**src/rtl/usb_setup_pkg.sv**
```systemverilog
package usb_setup_pkg;
  localparam int unsigned BYTE_W   = 8;
  localparam int unsigned EP_W     = 4;
  localparam int unsigned ADDR_W   = 3;
  localparam int unsigned DEVA_W   = 7;
  localparam int unsigned REQ_LEN  = 8;
  localparam int unsigned CRC_LEN  = 2;
  localparam int unsigned Q_DEPTH  = REQ_LEN + CRC_LEN;
  localparam int unsigned N_EV     = 2;
  localparam int unsigned N_SRC    = 4;

  localparam logic [ADDR_W-1:0] RA_DATA  = 3'd0;
  localparam logic [ADDR_W-1:0] RA_CTRL  = 3'd1;
  localparam logic [ADDR_W-1:0] RA_STAT  = 3'd2;
  localparam logic [ADDR_W-1:0] RA_RAW   = 3'd3;
  localparam logic [ADDR_W-1:0] RA_PEND  = 3'd4;
  localparam logic [ADDR_W-1:0] RA_ENA   = 3'd5;
  localparam logic [ADDR_W-1:0] RA_NEXT  = 3'd6;
  localparam logic [ADDR_W-1:0] RA_DEVA  = 3'd7;

  localparam int unsigned CTRL_FLUSH_BIT = 5;
  localparam int unsigned EV_READY = 0;
  localparam int unsigned EV_BRST  = 1;
endpackage

```
**src/rtl/setup_byte_queue.sv**
```systemverilog
module setup_byte_queue #(
  parameter int unsigned DEPTH = 10,
  parameter int unsigned W     = 8,
  localparam int unsigned PW   = (DEPTH > 1) ? $clog2(DEPTH) : 1,
  localparam int unsigned CW   = $clog2(DEPTH + 1)
) (
  input  logic          clk,
  input  logic          rst_n,
  input  logic          flush,
  input  logic          push,
  input  logic [W-1:0]  din,
  input  logic          pop,
  output logic [W-1:0]  head,
  output logic [CW-1:0] count
);
  logic [W-1:0]  mem_q [DEPTH];
  logic [PW-1:0] wp_q, wp_d, rp_q, rp_d;
  logic [CW-1:0] cnt_q, cnt_d;
  logic          do_push, do_pop;

  function automatic logic [PW-1:0] wrap_inc(input logic [PW-1:0] p);
    return (p == PW'(DEPTH - 1)) ? '0 : p + 1'b1;
  endfunction

  assign do_push = push && (cnt_q < CW'(DEPTH)) && !flush;
  assign do_pop  = pop && (cnt_q != '0) && !flush;

  always_comb begin
    wp_d  = wp_q;
    rp_d  = rp_q;
    cnt_d = cnt_q;
    if (flush) begin
      wp_d  = '0;
      rp_d  = '0;
      cnt_d = '0;
    end else begin
      if (do_push) wp_d = wrap_inc(wp_q);
      if (do_pop)  rp_d = wrap_inc(rp_q);
      case ({do_push, do_pop})
        2'b10:   cnt_d = cnt_q + 1'b1;
        2'b01:   cnt_d = cnt_q - 1'b1;
        default: cnt_d = cnt_q;
      endcase
    end
  end

  always_ff @(posedge clk or negedge rst_n) begin
    if (!rst_n) begin
      wp_q  <= '0;
      rp_q  <= '0;
      cnt_q <= '0;
    end else begin
      wp_q  <= wp_d;
      rp_q  <= rp_d;
      cnt_q <= cnt_d;
    end
  end

  always_ff @(posedge clk) begin
    if (do_push) mem_q[wp_q] <= din;
  end

  assign head  = (cnt_q == '0) ? '0 : mem_q[rp_q];
  assign count = cnt_q;
endmodule

```
**src/rtl/setup_event_bank.sv**
```systemverilog
module setup_event_bank #(
  parameter int unsigned N = 2
) (
  input  logic         clk,
  input  logic         rst_n,
  input  logic [N-1:0] set_i,
  input  logic         clr_wr,
  input  logic         ena_wr,
  input  logic [N-1:0] wdata,
  output logic [N-1:0] pending,
  output logic [N-1:0] enable,
  output logic         irq
);
  logic [N-1:0] pend_d, pend_q, ena_d, ena_q;

  for (genvar i = 0; i < N; i++) begin : g_ev
    always_comb begin
      pend_d[i] = pend_q[i];
      if (clr_wr && wdata[i]) pend_d[i] = 1'b0;
      if (set_i[i])           pend_d[i] = 1'b1;
      ena_d[i] = ena_wr ? wdata[i] : ena_q[i];
    end
  end

  always_ff @(posedge clk or negedge rst_n) begin
    if (!rst_n) begin
      pend_q <= '0;
      ena_q  <= '0;
    end else begin
      pend_q <= pend_d;
      ena_q  <= ena_d;
    end
  end

  assign pending = pend_q;
  assign enable  = ena_q;
  assign irq     = |(pend_q & ena_q);
endmodule

```
**src/rtl/next_event_pick.sv**
```systemverilog
module next_event_pick #(
  parameter int unsigned N = 4
) (
  input  logic [N-1:0] req,
  output logic [N-1:0] pick
);
  always_comb begin
    logic found;
    found = 1'b0;
    pick  = '0;
    for (int i = N - 1; i >= 0; i--) begin
      if (req[i] && !found) begin
        pick[i] = 1'b1;
        found   = 1'b1;
      end
    end
  end
endmodule

```
**src/rtl/usb_setup_capture.sv**
```systemverilog
module usb_setup_capture
  import usb_setup_pkg::*;
(
  input  logic        clk,
  input  logic        rst_n,
  input  logic        tok_setup_i,
  input  logic [3:0]  tok_epno_i,
  input  logic        rx_valid_i,
  input  logic [7:0]  rx_byte_i,
  input  logic        rx_end_i,
  input  logic        rx_crc_ok_i,
  output logic        ack_o,
  output logic        stall_clr_o,
  output logic [3:0]  stall_clr_ep_o,
  input  logic        bus_reset_i,
  input  logic        in_pend_i,
  input  logic        out_pend_i,
  input  logic [2:0]  cpu_addr_i,
  input  logic        cpu_wr_i,
  input  logic        cpu_rd_i,
  input  logic [7:0]  cpu_wdata_i,
  output logic [7:0]  cpu_rdata_o,
  output logic [3:0]  next_ev_o,
  output logic        irq_o,
  output logic [6:0]  dev_addr_o
);
  localparam int unsigned CW    = $clog2(Q_DEPTH + 1);
  localparam int unsigned IDX_W = $clog2(Q_DEPTH + 1);

  // reset: asserted asynchronously, released on the clock
  logic [1:0] rsync_q;
  logic       rst_int_n;
  always_ff @(posedge clk or negedge rst_n) begin
    if (!rst_n) rsync_q <= '0;
    else        rsync_q <= {rsync_q[0], 1'b1};
  end
  assign rst_int_n = rsync_q[1];

  // front end state
  logic              in_pkt_q, in_pkt_d;
  logic [IDX_W-1:0]  idx_q, idx_d;
  logic [EP_W-1:0]   ep_q, ep_d;
  logic              is_in_q, is_in_d;
  logic              wlnz_q, wlnz_d;
  logic              ack_q, ack_d;
  logic              stc_q, stc_d;
  logic              brst_q;
  logic [DEVA_W-1:0] deva_q, deva_d;

  logic              q_flush, q_push, q_pop, pkt_good, byte_take;
  logic [BYTE_W-1:0] q_head;
  logic [CW-1:0]     fifo_cnt;
  logic [N_EV-1:0]   ev_set, ev_pend, ev_ena;
  logic              wr_ctrl, wr_pend, wr_ena, wr_deva;

  assign wr_ctrl = cpu_wr_i && (cpu_addr_i == RA_CTRL);
  assign wr_pend = cpu_wr_i && (cpu_addr_i == RA_PEND);
  assign wr_ena  = cpu_wr_i && (cpu_addr_i == RA_ENA);
  assign wr_deva = cpu_wr_i && (cpu_addr_i == RA_DEVA);

  assign byte_take = rx_valid_i && in_pkt_q && !tok_setup_i;
  assign pkt_good  = rx_end_i && rx_crc_ok_i && in_pkt_q && !tok_setup_i;
  assign q_flush   = tok_setup_i || (wr_ctrl && cpu_wdata_i[CTRL_FLUSH_BIT]);
  assign q_push    = byte_take;
  assign q_pop     = cpu_rd_i && (cpu_addr_i == RA_DATA);

  always_comb begin
    in_pkt_d = in_pkt_q;
    idx_d    = idx_q;
    ep_d     = ep_q;
    is_in_d  = is_in_q;
    wlnz_d   = wlnz_q;
    ack_d    = pkt_good;
    stc_d    = tok_setup_i;
    deva_d   = deva_q;
    if (tok_setup_i) begin
      in_pkt_d = 1'b1;
      idx_d    = '0;
      ep_d     = tok_epno_i;
      is_in_d  = 1'b0;
      wlnz_d   = 1'b0;
    end else begin
      if (byte_take) begin
        if (idx_q == '0) is_in_d = rx_byte_i[7];
        if ((idx_q == IDX_W'(6) || idx_q == IDX_W'(7)) && rx_byte_i != '0)
          wlnz_d = 1'b1;
        if (idx_q != '1) idx_d = idx_q + 1'b1;
      end
      if (rx_end_i) in_pkt_d = 1'b0;
    end
    if (wr_deva)     deva_d = cpu_wdata_i[DEVA_W-1:0];
    if (bus_reset_i) deva_d = '0;
  end

  always_ff @(posedge clk or negedge rst_int_n) begin
    if (!rst_int_n) begin
      in_pkt_q <= 1'b0;
      idx_q    <= '0;
      ep_q     <= '0;
      is_in_q  <= 1'b0;
      wlnz_q   <= 1'b0;
      ack_q    <= 1'b0;
      stc_q    <= 1'b0;
      brst_q   <= 1'b0;
      deva_q   <= '0;
    end else begin
      in_pkt_q <= in_pkt_d;
      idx_q    <= idx_d;
      ep_q     <= ep_d;
      is_in_q  <= is_in_d;
      wlnz_q   <= wlnz_d;
      ack_q    <= ack_d;
      stc_q    <= stc_d;
      brst_q   <= bus_reset_i;
      deva_q   <= deva_d;
    end
  end

  setup_byte_queue #(.DEPTH(Q_DEPTH), .W(BYTE_W)) u_queue (
    .clk   (clk),
    .rst_n (rst_int_n),
    .flush (q_flush),
    .push  (q_push),
    .din   (rx_byte_i),
    .pop   (q_pop),
    .head  (q_head),
    .count (fifo_cnt)
  );

  assign ev_set[EV_READY] = pkt_good;
  assign ev_set[EV_BRST]  = bus_reset_i && !brst_q;

  setup_event_bank #(.N(N_EV)) u_events (
    .clk     (clk),
    .rst_n   (rst_int_n),
    .set_i   (ev_set),
    .clr_wr  (wr_pend),
    .ena_wr  (wr_ena),
    .wdata   (cpu_wdata_i[N_EV-1:0]),
    .pending (ev_pend),
    .enable  (ev_ena),
    .irq     (irq_o)
  );

  next_event_pick #(.N(N_SRC)) u_pick (
    .req  ({ev_pend[EV_BRST], ev_pend[EV_READY], out_pend_i, in_pend_i}),
    .pick (next_ev_o)
  );

  logic q_have;
  assign q_have = (fifo_cnt != '0);

  always_comb begin
    unique case (cpu_addr_i)
      RA_DATA: cpu_rdata_o = q_head;
      RA_CTRL: cpu_rdata_o = '0;
      RA_STAT: cpu_rdata_o = {wlnz_q, is_in_q, ev_pend[EV_READY], q_have, ep_q};
      RA_RAW:  cpu_rdata_o = {6'b0, bus_reset_i, q_have};
      RA_PEND: cpu_rdata_o = {6'b0, ev_pend};
      RA_ENA:  cpu_rdata_o = {6'b0, ev_ena};
      RA_NEXT: cpu_rdata_o = {4'b0, next_ev_o};
      default: cpu_rdata_o = {1'b0, deva_q};
    endcase
  end

  assign ack_o          = ack_q;
  assign stall_clr_o    = stc_q;
  assign stall_clr_ep_o = ep_q;
  assign dev_addr_o     = deva_q;
endmodule

```
**config.mk**
```make
export PLATFORM = sky130hd
export DESIGN_NAME = usb_setup_capture
export DESIGN_NICKNAME = d
export VERILOG_FILES = /design/src/rtl/usb_setup_pkg.sv /design/src/rtl/setup_byte_queue.sv /design/src/rtl/setup_event_bank.sv /design/src/rtl/next_event_pick.sv /design/src/rtl/usb_setup_capture.sv
export SDC_FILE = /design/constraint.sdc
export NUM_CORES = 1
export LEC_CHECK = 0
export CAP_MARGIN = 30
export CORE_MARGIN = 10
export CORE_UTILIZATION = 45
export CTS_CLUSTER_DIAMETER = 150
export DETAILED_ROUTE_END_ITERATION = 10
export GPL_TIMING_DRIVEN = 0
export PLACE_DENSITY_LB_ADDON = 0.2
export SYNTH_ARGS = -nofsm -noshare
export SYNTH_HDL_FRONTEND = slang
export SYNTH_SLANG_ARGS = --single-unit
```
**constraint.sdc**
```tcl
create_clock -name clk -period 4.55 [get_ports clk]
set_input_delay 0.455 -clock clk [delete_from_list [all_inputs] [get_ports clk]]
set_output_delay 0.455 -clock clk [all_outputs]
set_load 0.1 [all_outputs]
```
==> metrics.cfg, run 1 <==
[flow_run]
max-cap-violations = 0

[clock_network]
cts.sinks = 119
cts-root-buf = clkbuf_16
clk_pin_slew_worst_paths_ps = 50
clk_path_buf_depth = 2
cts_setup_buffers = 0
clock_latency_ps = 410
cts_tree = done
cts_made_buffers = 17
cts_hold_buf = 0
post_cts_resized = 0
h-tree-depth = 4

[global_route]
track_usage = 0.1591
grt_pass1_wl_um = 20090
grt_max_degree = 38
antenna_found_initial = 0
grt_overflow = 0
grt_pass1_vias = 3676

[detailed_routing]
first_pass_iters = 4
postRouteAntennaNets = 0
viasPerCell = 5.687
routed.top_layer = met4
drc = 0
wl_per_cell_um = 20.25
vias = 3600
wl_met1_um = 5698
met2_length_um = 5911
met3_length_um = 1041
drt_iter0_drc = 477
totalWireLength_um = 12820

[timing]
hold_viol = 0
period_minus_slack_ps = 4023
final.setup.tns_ps = 0
clock_skew_ps = 6.594
rsz0062_at_grt = no
clock.fmax_mhz = 248.6
worst_pin_slew_ps = 1015
min_period_over_period = 0.8842
setup_viol = 0
relSlewSlack = 0.3212
final_max_slew_viol_count = 0

[cells_and_area]
num-fill-cells = 903
diodes = 0
final_nets = 518
multi_input_area_um2 = 1867
drive_above_1_share = 0.1490
finalInstanceArea_um2 = 6769
final_cells = 633
layout.area.seq_um2 = 3379
area_delta_synth_final_pct = 25.73

[setup_path]
rrSetupSlack_ps = 1810
r2r_cells = 10
crit_path_start_kind = input pin
crit_type = input pin to output pin
end_kind = output pin
worstPathMaxFanout = 10
required_ps = 4090
startpoint = cpu_addr_i[0]
r2r_start = u_queue.count[1]
worstReg2RegEnd = u_queue.count[3]
arrival_ps = 3570

[logic_synthesis]
yosys_register_bits = 119
synth_edf_count = 80
syn_area_per_cell_um2 = 13.49
yosysWarnings = 0
synth_cell_type_count = 59
synthesis.area_um2 = 5384
async_reset_ff_frac = 0.3277
syn_inst = 399
seq_area_frac_synth = 0.6275
synth_ff_type = edfxtp_1
syn-num-nets = 440

[placement]
numPortBuffers = 57
place_hpwl_um = 8934
placed_cell_area_um2 = 6166
place_congestion = 0.8502
place_inst = 601

[power_and_ir_drop]
powerDensity_nw_per_um2 = 419.1
p_leak_nw = 2.440
ir_drop_mv = 0.2567

[status]
outcome = finished, final reports clean

[worst_hold_path]
hold_class = input pin to asynchronous set/reset pin

[die]
rows = 39
core_area_um2 = 11560
die_w_um = 129.4
initial_core_util = 0.4655
ios = 60
die_area_um2 = 16740
die_h_um = 129.4

[stage by stage]
stage                     hold slack (ps)    util  setup slack [ps]  total power [W]
after floorplan                     159.4       -            -332.9         0.001408
after global placement              336.8  0.5313             575.8         0.001505
after detailed placement            352.4  0.5332             577.0         0.001509
after CTS                           191.0  0.5853             563.0         0.002857
after global routing                198.0  0.5853             381.2         0.002929
final                               201.5  0.5853             526.8         0.002837
[layout by cell type, fill, tap and decap left out, types with 11 or more instances in the layout]
cell,Yosys,layout
a21oi_1,22,22
clkbuf_1,11,11
clkbuf_16,0,17
clkdlybuf4s50_1,0,57
dfrtp_1,39,38
edfxtp_1,80,80
mux2i_1,13,13
mux4_2,11,11
nand2_1,44,44
nor2_1,26,26
o21ai_0,13,13
[logic make-up (layout without fill, tap and decap cells)]
group,Yosys count,count (layout),share of synthesized area
AOI/OAI and AO/OA,68,68,0.08343
xor gates and xnor gates,8,8,0.01301
adders and majority gates,7,7,0.01627
buffers and inverters,33,124,0.02975
DFF,119,119,0.6275
muxes,35,35,0.1071
other,1,1,0.0006965
and+or+nand+nor,128,128,0.1222
[layout make-up]
type	count	share of cell area
buffer	23	0.01811
clock buffer	17	0.06285
clock inverter	15	0.02625
inverter	10	0.005545
multi-input combinational	247	0.2758
sequential	119	0.4993
tap	143	0.02643
timing repair buffer	59	0.08577
[critical path, stage by stage]
cell	delay [ps]
clkdlybuf4s50_1	480
buf_1	270
nor2_1	370
nand2_1	100
a21boi_0	420
o22ai_1	180
nor2_1	130
clkdlybuf4s50_1	1150
[Yosys cell counts (3+ instances only)]
cell	n	area [µm²]
nand2_1	44	165.2
nor4b_1	3	26.28
buf_2	5	25.02
nand4_1	7	43.79
o21ai_0	13	65.06
xor2_1	4	35.03
a2111oi_0	3	26.28
clkbuf_1	11	41.29
edfxtp_1	80	2402
inv_1	10	37.54
a211oi_1	4	30.03
buf_6	3	33.78
and2_1	4	25.02
a21oi_1	22	110.1
mux2_2	6	67.56
nand3_1	9	45.04
mux2i_1	13	130.1
a21boi_0	3	22.52
dfrtp_1	39	975.9
mux4_2	11	247.7
nor3_1	8	40.04
mux4_1	5	131.4
ha_1	7	87.58
nand2b_1	4	25.02
nor4_1	3	18.77
xnor2_1	4	35.03
nor2_1	26	97.59
[routing by layer]
layer  vias to the layer above  track usage
met3                        21      0.05873
met1                      1767       0.2006
met5                         -            0
met2                       131       0.2476
li1                       1681            -
met4                         0      0.05619
[sequential cells by signal, indices dropped and copies added (netlist names), 2 cells and up]
name              count
dev_addr_o            7
idx_q                 4
rsync_q               2
stall_clr_ep_o        4
u_events.enable       2
u_events.pending      2
u_queue.count         4
u_queue.mem_q        80
u_queue.rp_q          4
u_queue.wp_q          4
[worst max-delay path by stage]
stage | end | slack [ps] | cells past startpoint
after global placement | cpu_rdata_o[2] | 580 | 8
after floorplan | cpu_rdata_o[0] | -330 | 6
after CTS | cpu_rdata_o[2] | 560 | 8
after global routing | cpu_rdata_o[2] | 380 | 8
after detailed placement | cpu_rdata_o[2] | 580 | 8
final | cpu_rdata_o[2] | 530 | 8
[power by group]
group	total [W]	switching [W]	internal (W)
Clock	0.00135	0.000487	0.000862
Combinational	0.000284	0.000193	0.0000912
Sequential	0.00120	0.0000255	0.00118
(Power assumes the default switching activity.)
==> run 2, diff against run 1 <==
Clock period 4.55 ns to 4 ns, I/O delays scaled along.
==> run 2 against run 1 <==
Cell count is the same. Sequential share of layout area about the same. Total power grew 14%. Flip-flop and latch count is the same. Non-clock buffer count is the same. Utilization about the same. Wire length decreased by 0.16%. Combinational power is 13% higher. Clock skew increased by 0.73 ps. First-iteration DRC count up 0.21%. Sequential power is 14% higher. Highest routed layer unchanged.
==> metrics.cfg, run 2 (synthesized netlist as in run 1, its figures left out) <==
[timing]
worst_pin_slew_ps = 1015  ; -0.03108 ps
relSlewSlack = 0.3212  ; about the same
final_max_slew_viol_count = 0  ; unchanged
hold_viol = 0  ; unchanged
hold_ws_ps = 145.2  ; -56.30 ps
period_minus_slack_ps = 3778
rsz0062_at_grt = no
min_period_over_period = 0.9446
setup_ws_ps = 221.6  ; -305.3 ps
clock_skew_ps = 7.329  ; +0.7346 ps
clock.fmax_mhz = 264.7
setup_viol = 0  ; unchanged

[setup_path]
arrival_ps = 3380  ; -190 ps
crit_buf_inv = 2  ; -1
worstPathMaxFanout = 10  ; unchanged
cp_top_family = buffers and inverters
crit_chain = buf_6, mux4_1, and2_1, a211oi_1, a211oi_1, o22a_1, clkdlybuf4s50_1
max_stage_delay_ps = 980  ; -170 ps
end_kind = output pin
crit_type = register to output pin
crit_path_start_kind = register
crit_slowest_cell = clkdlybuf4s50_1
critPathMostFrequentCell = a211oi_1
required_ps = 3600  ; -490 ps

[detailed_routing]
postRouteAntennaNets = 0  ; unchanged
totalWireLength_um = 12800  ; -0.16%
vias = 3614  ; +0.39%
viasPerCell = 5.709  ; +0.39%
first_pass_iters = 5  ; +1
drt_iter0_drc = 478  ; +0.21%
wl_per_cell_um = 20.22  ; -0.16%
drc = 0  ; unchanged

[worst_hold_path]
hold_class = input pin to asynchronous set/reset pin

[global_route]
antenna_found_initial = 0  ; unchanged
grt_use_met1 = 0.2006  ; unchanged
track_usage = 0.1591  ; unchanged
gr-usage-met3 = 0.05873  ; unchanged
grt_max_degree = 38  ; unchanged
use_met2 = 0.2476  ; unchanged
busiest_layer = met2
grt_pass1_vias = 3676  ; unchanged
grt_overflow = 0  ; unchanged
grt_pass1_wl_um = 20090  ; unchanged

[power_and_ir_drop]
p_leak_nw = 2.471  ; +1.2%
powerDensity_nw_per_um2 = 476.6  ; +14%
ir_drop_mv = 0.2930  ; +14%
finalPower_w = 0.003229  ; +14%

[placement]
place_congestion = 0.8502  ; unchanged
place_hpwl_um = 8934  ; unchanged
preCtsSetupSlack_ps = 137.0  ; -440.0 ps
numPortBuffers = 57  ; unchanged
place_inst = 601  ; unchanged

[cells_and_area]
layout_commonest_cell = edfxtp_1
final_cells = 633  ; unchanged
largest_reg_flops = 80  ; unchanged
diodes = 0  ; unchanged
final_nets = 518  ; unchanged
area_delta_synth_final_pct = 25.82  ; about the same
final_cell_mix = edfxtp_1 (80), clkdlybuf4s50_1 (55), nand2_1 (44)
drive_above_1_share = 0.1490  ; unchanged
top_register = u_queue.mem_q

[clock_network]
cts_setup_buffers = 0  ; unchanged
cts_made_buffers = 17  ; unchanged
cts_hold_buf = 0  ; unchanged
clk_path_buf_depth = 2  ; unchanged
clock_latency_ps = 410  ; about the same
post_cts_resized = 0  ; unchanged
h-tree-depth = 4  ; unchanged
clk_pin_slew_worst_paths_ps = 50  ; about the same
cts_tree = done
cts-root-buf = clkbuf_16
cts.sinks = 119  ; unchanged

[die]
core_area_um2 = 11560  ; unchanged
initial_core_util = 0.4655  ; unchanged
die_h_um = 129.4  ; unchanged
die_area_um2 = 16740  ; unchanged
rows = 39  ; unchanged
ios = 60  ; unchanged
die_w_um = 129.4  ; unchanged

[flow_run]
max-cap-violations = 0  ; unchanged

[status]
outcome = finished, final reports clean

-- run 2: cell types whose count changed in the layout (fill, tap and decap cells not counted), sizes merged --
cell | previous run | this run
dlymetal6s2s | 0 | 2
clkdlybuf4s50 | 57 | 55
-- run 2: per-layer routing --
metal	up-vias	share of wire
li1	1681	-
met1	1790	0.44
met2	127	0.47
met3	16	0.078
met4	0	0.014
met5	-	0
-- run 2: layout make-up --
class	instances	area, µm²
fill	903	4791
sequential	119	3379
multi-input combinational	247	1867
timing repair buffer	59	585.6
clock buffer	17	425.4
tap	143	178.9
clock inverter	15	177.7
buffer	23	122.6
inverter	10	37.54
-- run 2: path summary, 6_finish.rpt --
kind	from	slack (ps)	endpoint	cells past startpoint
max	u_queue.rp_q[0]	220	cpu_rdata_o[6]	7
min	rst_n	150	rsync_q[1]	1
max reg2reg	u_queue.count[1]	1270	u_queue.count[3]	10
min reg2reg	rsync_q[0]	360	rsync_q[1]	0
max in group asynchronous	rsync_q[1]	3080	wlnz_q	0
min in group clk	rsync_q[0]	360	rsync_q[1]	0
-- run 2: per-stage QoR --
| step | TNS [ps] | util | cell area, µm² |
|---|---|---|---|
| floorplan | -862.0 | - | 5395 |
| global route | 0 | 0.5857 | 6774 |
| finish | 0 | 0.5857 | 6774 |
| global placement | 0 | 0.5313 | 6145 |
| CTS | 0 | 0.5853 | 6769 |
| detailed placement | 0 | 0.5332 | 6166 |
-- run 2: power by group --
group          internal, W  total (W)  switching [W]  leakage [nW]
Sequential         0.00134    0.00137      0.0000293          1.23
Clock             0.000980    0.00154       0.000556         0.297
Combinational     0.000104   0.000322       0.000218         0.948
Total              0.00242    0.00323       0.000804          2.47
==> run 3, diff against run 2 <==
Settings changed: ABC_AREA set to 1.
==> run 3 against run 2 <==
Maximum frequency fell by 0.65%. Worst hold slack got worse by 8.6 ps. Non-clock buffer count fell by 7. Cell count rose by 22%. Synthesized cell count rose by 34%. Wire length rose by 5.5%. Critical endpoint is now cpu_rdata_o[5]. Critical path depth rose by 2. Die area rose by 0.77%. Flip-flop and latch count did not move. Largest cell class unchanged. First-iteration DRC count fell by 29%. Synthesized area rose by 0.91%. Utilization fell by 1.5 points.
==> metrics.cfg, run 3 <==
[detailed_routing]
wl_per_cell_um = 17.43  ; -14%
totalWireLength_um = 13510  ; +5.5%
drc = 0  ; unchanged
vias = 4186  ; +16%
postRouteAntennaNets = 0  ; unchanged
viasPerCell = 5.401  ; -5.4%
first_pass_iters = 5  ; unchanged
drt_iter0_drc = 341  ; -29%

[die]
die_h_um = 129.9  ; +0.38%
die_area_um2 = 16870  ; +0.77%
rows = 40  ; +2.6%
initial_core_util = 0.4561  ; -0.009449
ios = 60  ; unchanged
die_w_um = 129.9  ; +0.38%
core_area_um2 = 11910  ; +3.0%

[logic_synthesis]
netlist_top_cells_area = edfxtp_1 (44%), dfrtp_1 (18%), nand2_1 (6.4%)
syn-num-nets = 577  ; +31%
synthesis.area_um2 = 5433  ; +0.91%
synth_edf_count = 80  ; unchanged
seq_area_frac_synth = 0.6218  ; -0.005636
syn_area_per_cell_um2 = 10.14  ; -25%
yosys_register_bits = 119  ; unchanged
async_reset_ff_frac = 0.3277  ; unchanged
yosysWarnings = 0  ; unchanged
syn_inst = 536  ; +34%
synth_most_common_cell = nand2_1
synthTopCellsByCount = nand2_1 (92), edfxtp_1 (80), nor2_1 (64), inv_1 (58), o21ai_0 (58)
synth_top_area_share = 0.4422  ; -0.004008
synth_ff_type = edfxtp_1
synth_cell_type_count = 41  ; -31%
yosysTopAreaCell = edfxtp_1

[setup_path]
crit_type = register to output pin
r2r_start = u_queue.count[1]
crit_slowest_cell = clkdlybuf4s50_1
rrSetupSlack_ps = 1800  ; +530 ps
required_ps = 3600  ; about the same
r2r_cells = 7  ; -3
end_kind = output pin
max_stage_delay_ps = 1160  ; +180 ps
crit_chain = inv_1, buf_1, nor2_1, o211ai_1, nand4_1, o21ai_0, nand2_1, nand3_1, clkdlybuf4s50_1
worstReg2RegEnd = u_queue.mem_q[2][2]
crit_path_start_kind = register
arrival_ps = 3400  ; +20 ps
worstPathMaxFanout = 10  ; unchanged

[global_route]
grt_pass1_vias = 4108  ; +12%
grt_max_degree = 38  ; unchanged
grt_overflow = 0  ; unchanged
grt_pass1_wl_um = 21210  ; +5.6%
antenna_found_initial = 0  ; unchanged
track_usage = 0.1651  ; +0.005971

[cells_and_area]
drive_above_1_share = 0.1067  ; -0.04229
num-fill-cells = 1048  ; +16%
layout_commonest_cell = nand2_1
layout.area.seq_um2 = 3379  ; unchanged
diodes = 0  ; unchanged
top_register = u_queue.mem_q
final_cells = 775  ; +22%
area_delta_synth_final_pct = 25.15
final_cell_mix = nand2_1 (92), edfxtp_1 (80), nor2_1 (64)
multi_input_area_um2 = 1730  ; -7.3%
largest_reg_flops = 80  ; unchanged
final_nets = 656  ; +27%

[clock_network]
h-tree-depth = 4  ; unchanged
cts-root-buf = clkbuf_16
post_cts_resized = 0  ; unchanged
cts_setup_buffers = 0  ; unchanged
cts_made_buffers = 17  ; unchanged
clk_path_buf_depth = 2  ; unchanged
clock_latency_ps = 420  ; about the same
cts.sinks = 119  ; unchanged
clk_pin_slew_worst_paths_ps = 60  ; about the same
cts_tree = done
cts_hold_buf = 0  ; unchanged

[timing]
relSlewSlack = 0.3187  ; -0.002564
worst_pin_slew_ps = 1019  ; +3.834 ps
rsz0062_at_grt = no
clock.fmax_mhz = 262.9  ; -0.65%
min_period_over_period = 0.9508  ; +0.006158
final.setup.tns_ps = 0  ; unchanged
final_max_slew_viol_count = 0  ; unchanged
hold_viol = 0  ; unchanged
setup_ws_ps = 196.9  ; -24.63 ps
setup_viol = 0  ; unchanged
clock_skew_ps = 5.763  ; -1.566 ps
period_minus_slack_ps = 3803  ; +24.63 ps

[power_and_ir_drop]
power_frac_seq = 0.410  ; -0.014
p_leak_nw = 2.714  ; +9.8%
powerDensity_nw_per_um2 = 504.8  ; +5.9%
p_sw_frac = 0.2791  ; +0.03008
power_frac_comb = 0.148  ; +0.048
switchingPower_w = 0.0009580  ; +19%
p_int_w = 0.002474  ; +2.1%
clockPowerShare = 0.442  ; -0.034
ir_drop_mv = 0.3152  ; +7.6%

[placement]
place_inst = 743  ; +24%
numPortBuffers = 58  ; +1.8%
place_congestion = 0.8890  ; +4.6%
preCtsSetupSlack_ps = 530.3  ; +393.3 ps
place_hpwl_um = 9484  ; +6.2%

[worst_hold_path]
hold_class = input pin to asynchronous set/reset pin

[flow_run]
max-cap-violations = 0  ; unchanged

[status]
outcome = finished, final reports clean

## run 3: cell types whose count changed after synthesis, sizes merged, moves of 6 or more
cell	change
inv	+53
nand3	+24
a21oi	-6
nor2	+47
clkbuf	-9
nand2	+52
mux2	-6
mux2i	-13
mux4	-16
o21ai	+47
o22ai	+8
## run 3: worst max path at each step
stage                                from             end  slack [ps]
after floorplan           u_queue.rp_q[0]  cpu_rdata_o[7]         330
after global placement      cpu_addr_i[1]  cpu_rdata_o[1]         570
after detailed placement    cpu_addr_i[1]  cpu_rdata_o[1]         530
after CTS                 u_queue.rp_q[0]  cpu_rdata_o[5]         170
after global routing      u_queue.rp_q[0]  cpu_rdata_o[5]           3
final                     u_queue.rp_q[0]  cpu_rdata_o[5]         200
## run 3: power groups by stage
stage / clock network, W / registers, W / logic (W)
after global routing: 0.00159 / 0.00141 / 0.000545
final: 0.00152 / 0.00141 / 0.000508
after global placement: 0 / 0.00143 / 0.000498
after floorplan: 0 / 0.00148 / 0.000297
after CTS: 0.00153 / 0.00141 / 0.000510
after detailed placement: 0 / 0.00143 / 0.000507
## run 3: kinds of logic (layout without fill, tap and decap cells)
logic type	count (synthesis)	after routing	share of synthesized area
other cells	1	1	0.0006903
xor+xnor	4	4	0.006450
compound gates	99	99	0.1011
simple gates	226	226	0.1935
buf+inv	80	172	0.06034
flops	119	119	0.6218
fa+ha+maj	7	7	0.01612
## run 3: through the flow
stage	utilization	power, W	hold slack [ps]	cell area (µm²)
after global placement	0.5206	0.001926	338.8	6201
after CTS	0.5708	0.003444	130.5	6799
after global routing	0.5708	0.003552	124.6	6799
final	0.5708	0.003432	136.5	6799
after detailed placement	0.5215	0.001937	339.5	6212
after floorplan	-	0.001777	104.4	5436
## run 3: worst max-delay path, delay by kind of cell (launching register included)
| kind | cells | cell delay (ps) |
|---|---|---|
| flops | 1 | 460 |
| buf+inv | 3 | 1760 |
| compound gates | 2 | 370 |
| simple gates | 4 | 390 |
## run 3: metal layers
| layer | GRT usage | vias to the layer above | part of all wire | wire [µm] |
|---|---|---|---|---|
| met2 | 0.2649 | 151 | 0.50 | 6746 |
| met5 | 0 | - | 0 | 0 |
| li1 | - | 1992 | - | - |
| met3 | 0.04503 | 34 | 0.055 | 741 |
| met1 | 0.2053 | 2009 | 0.42 | 5729 |
| met4 | 0.07209 | 0 | 0.022 | 291 |
## run 3: cell type report
type,count,share of cell area
Timing Repair Buffer,60,0.08686
Multi-Input combinational cell,337,0.2545
Clock buffer,17,0.06257
Buffer,15,0.01233
Sequential cell,119,0.4971
Clock inverter,15,0.02374
Tap cell,147,0.02705
Inverter,65,0.03589
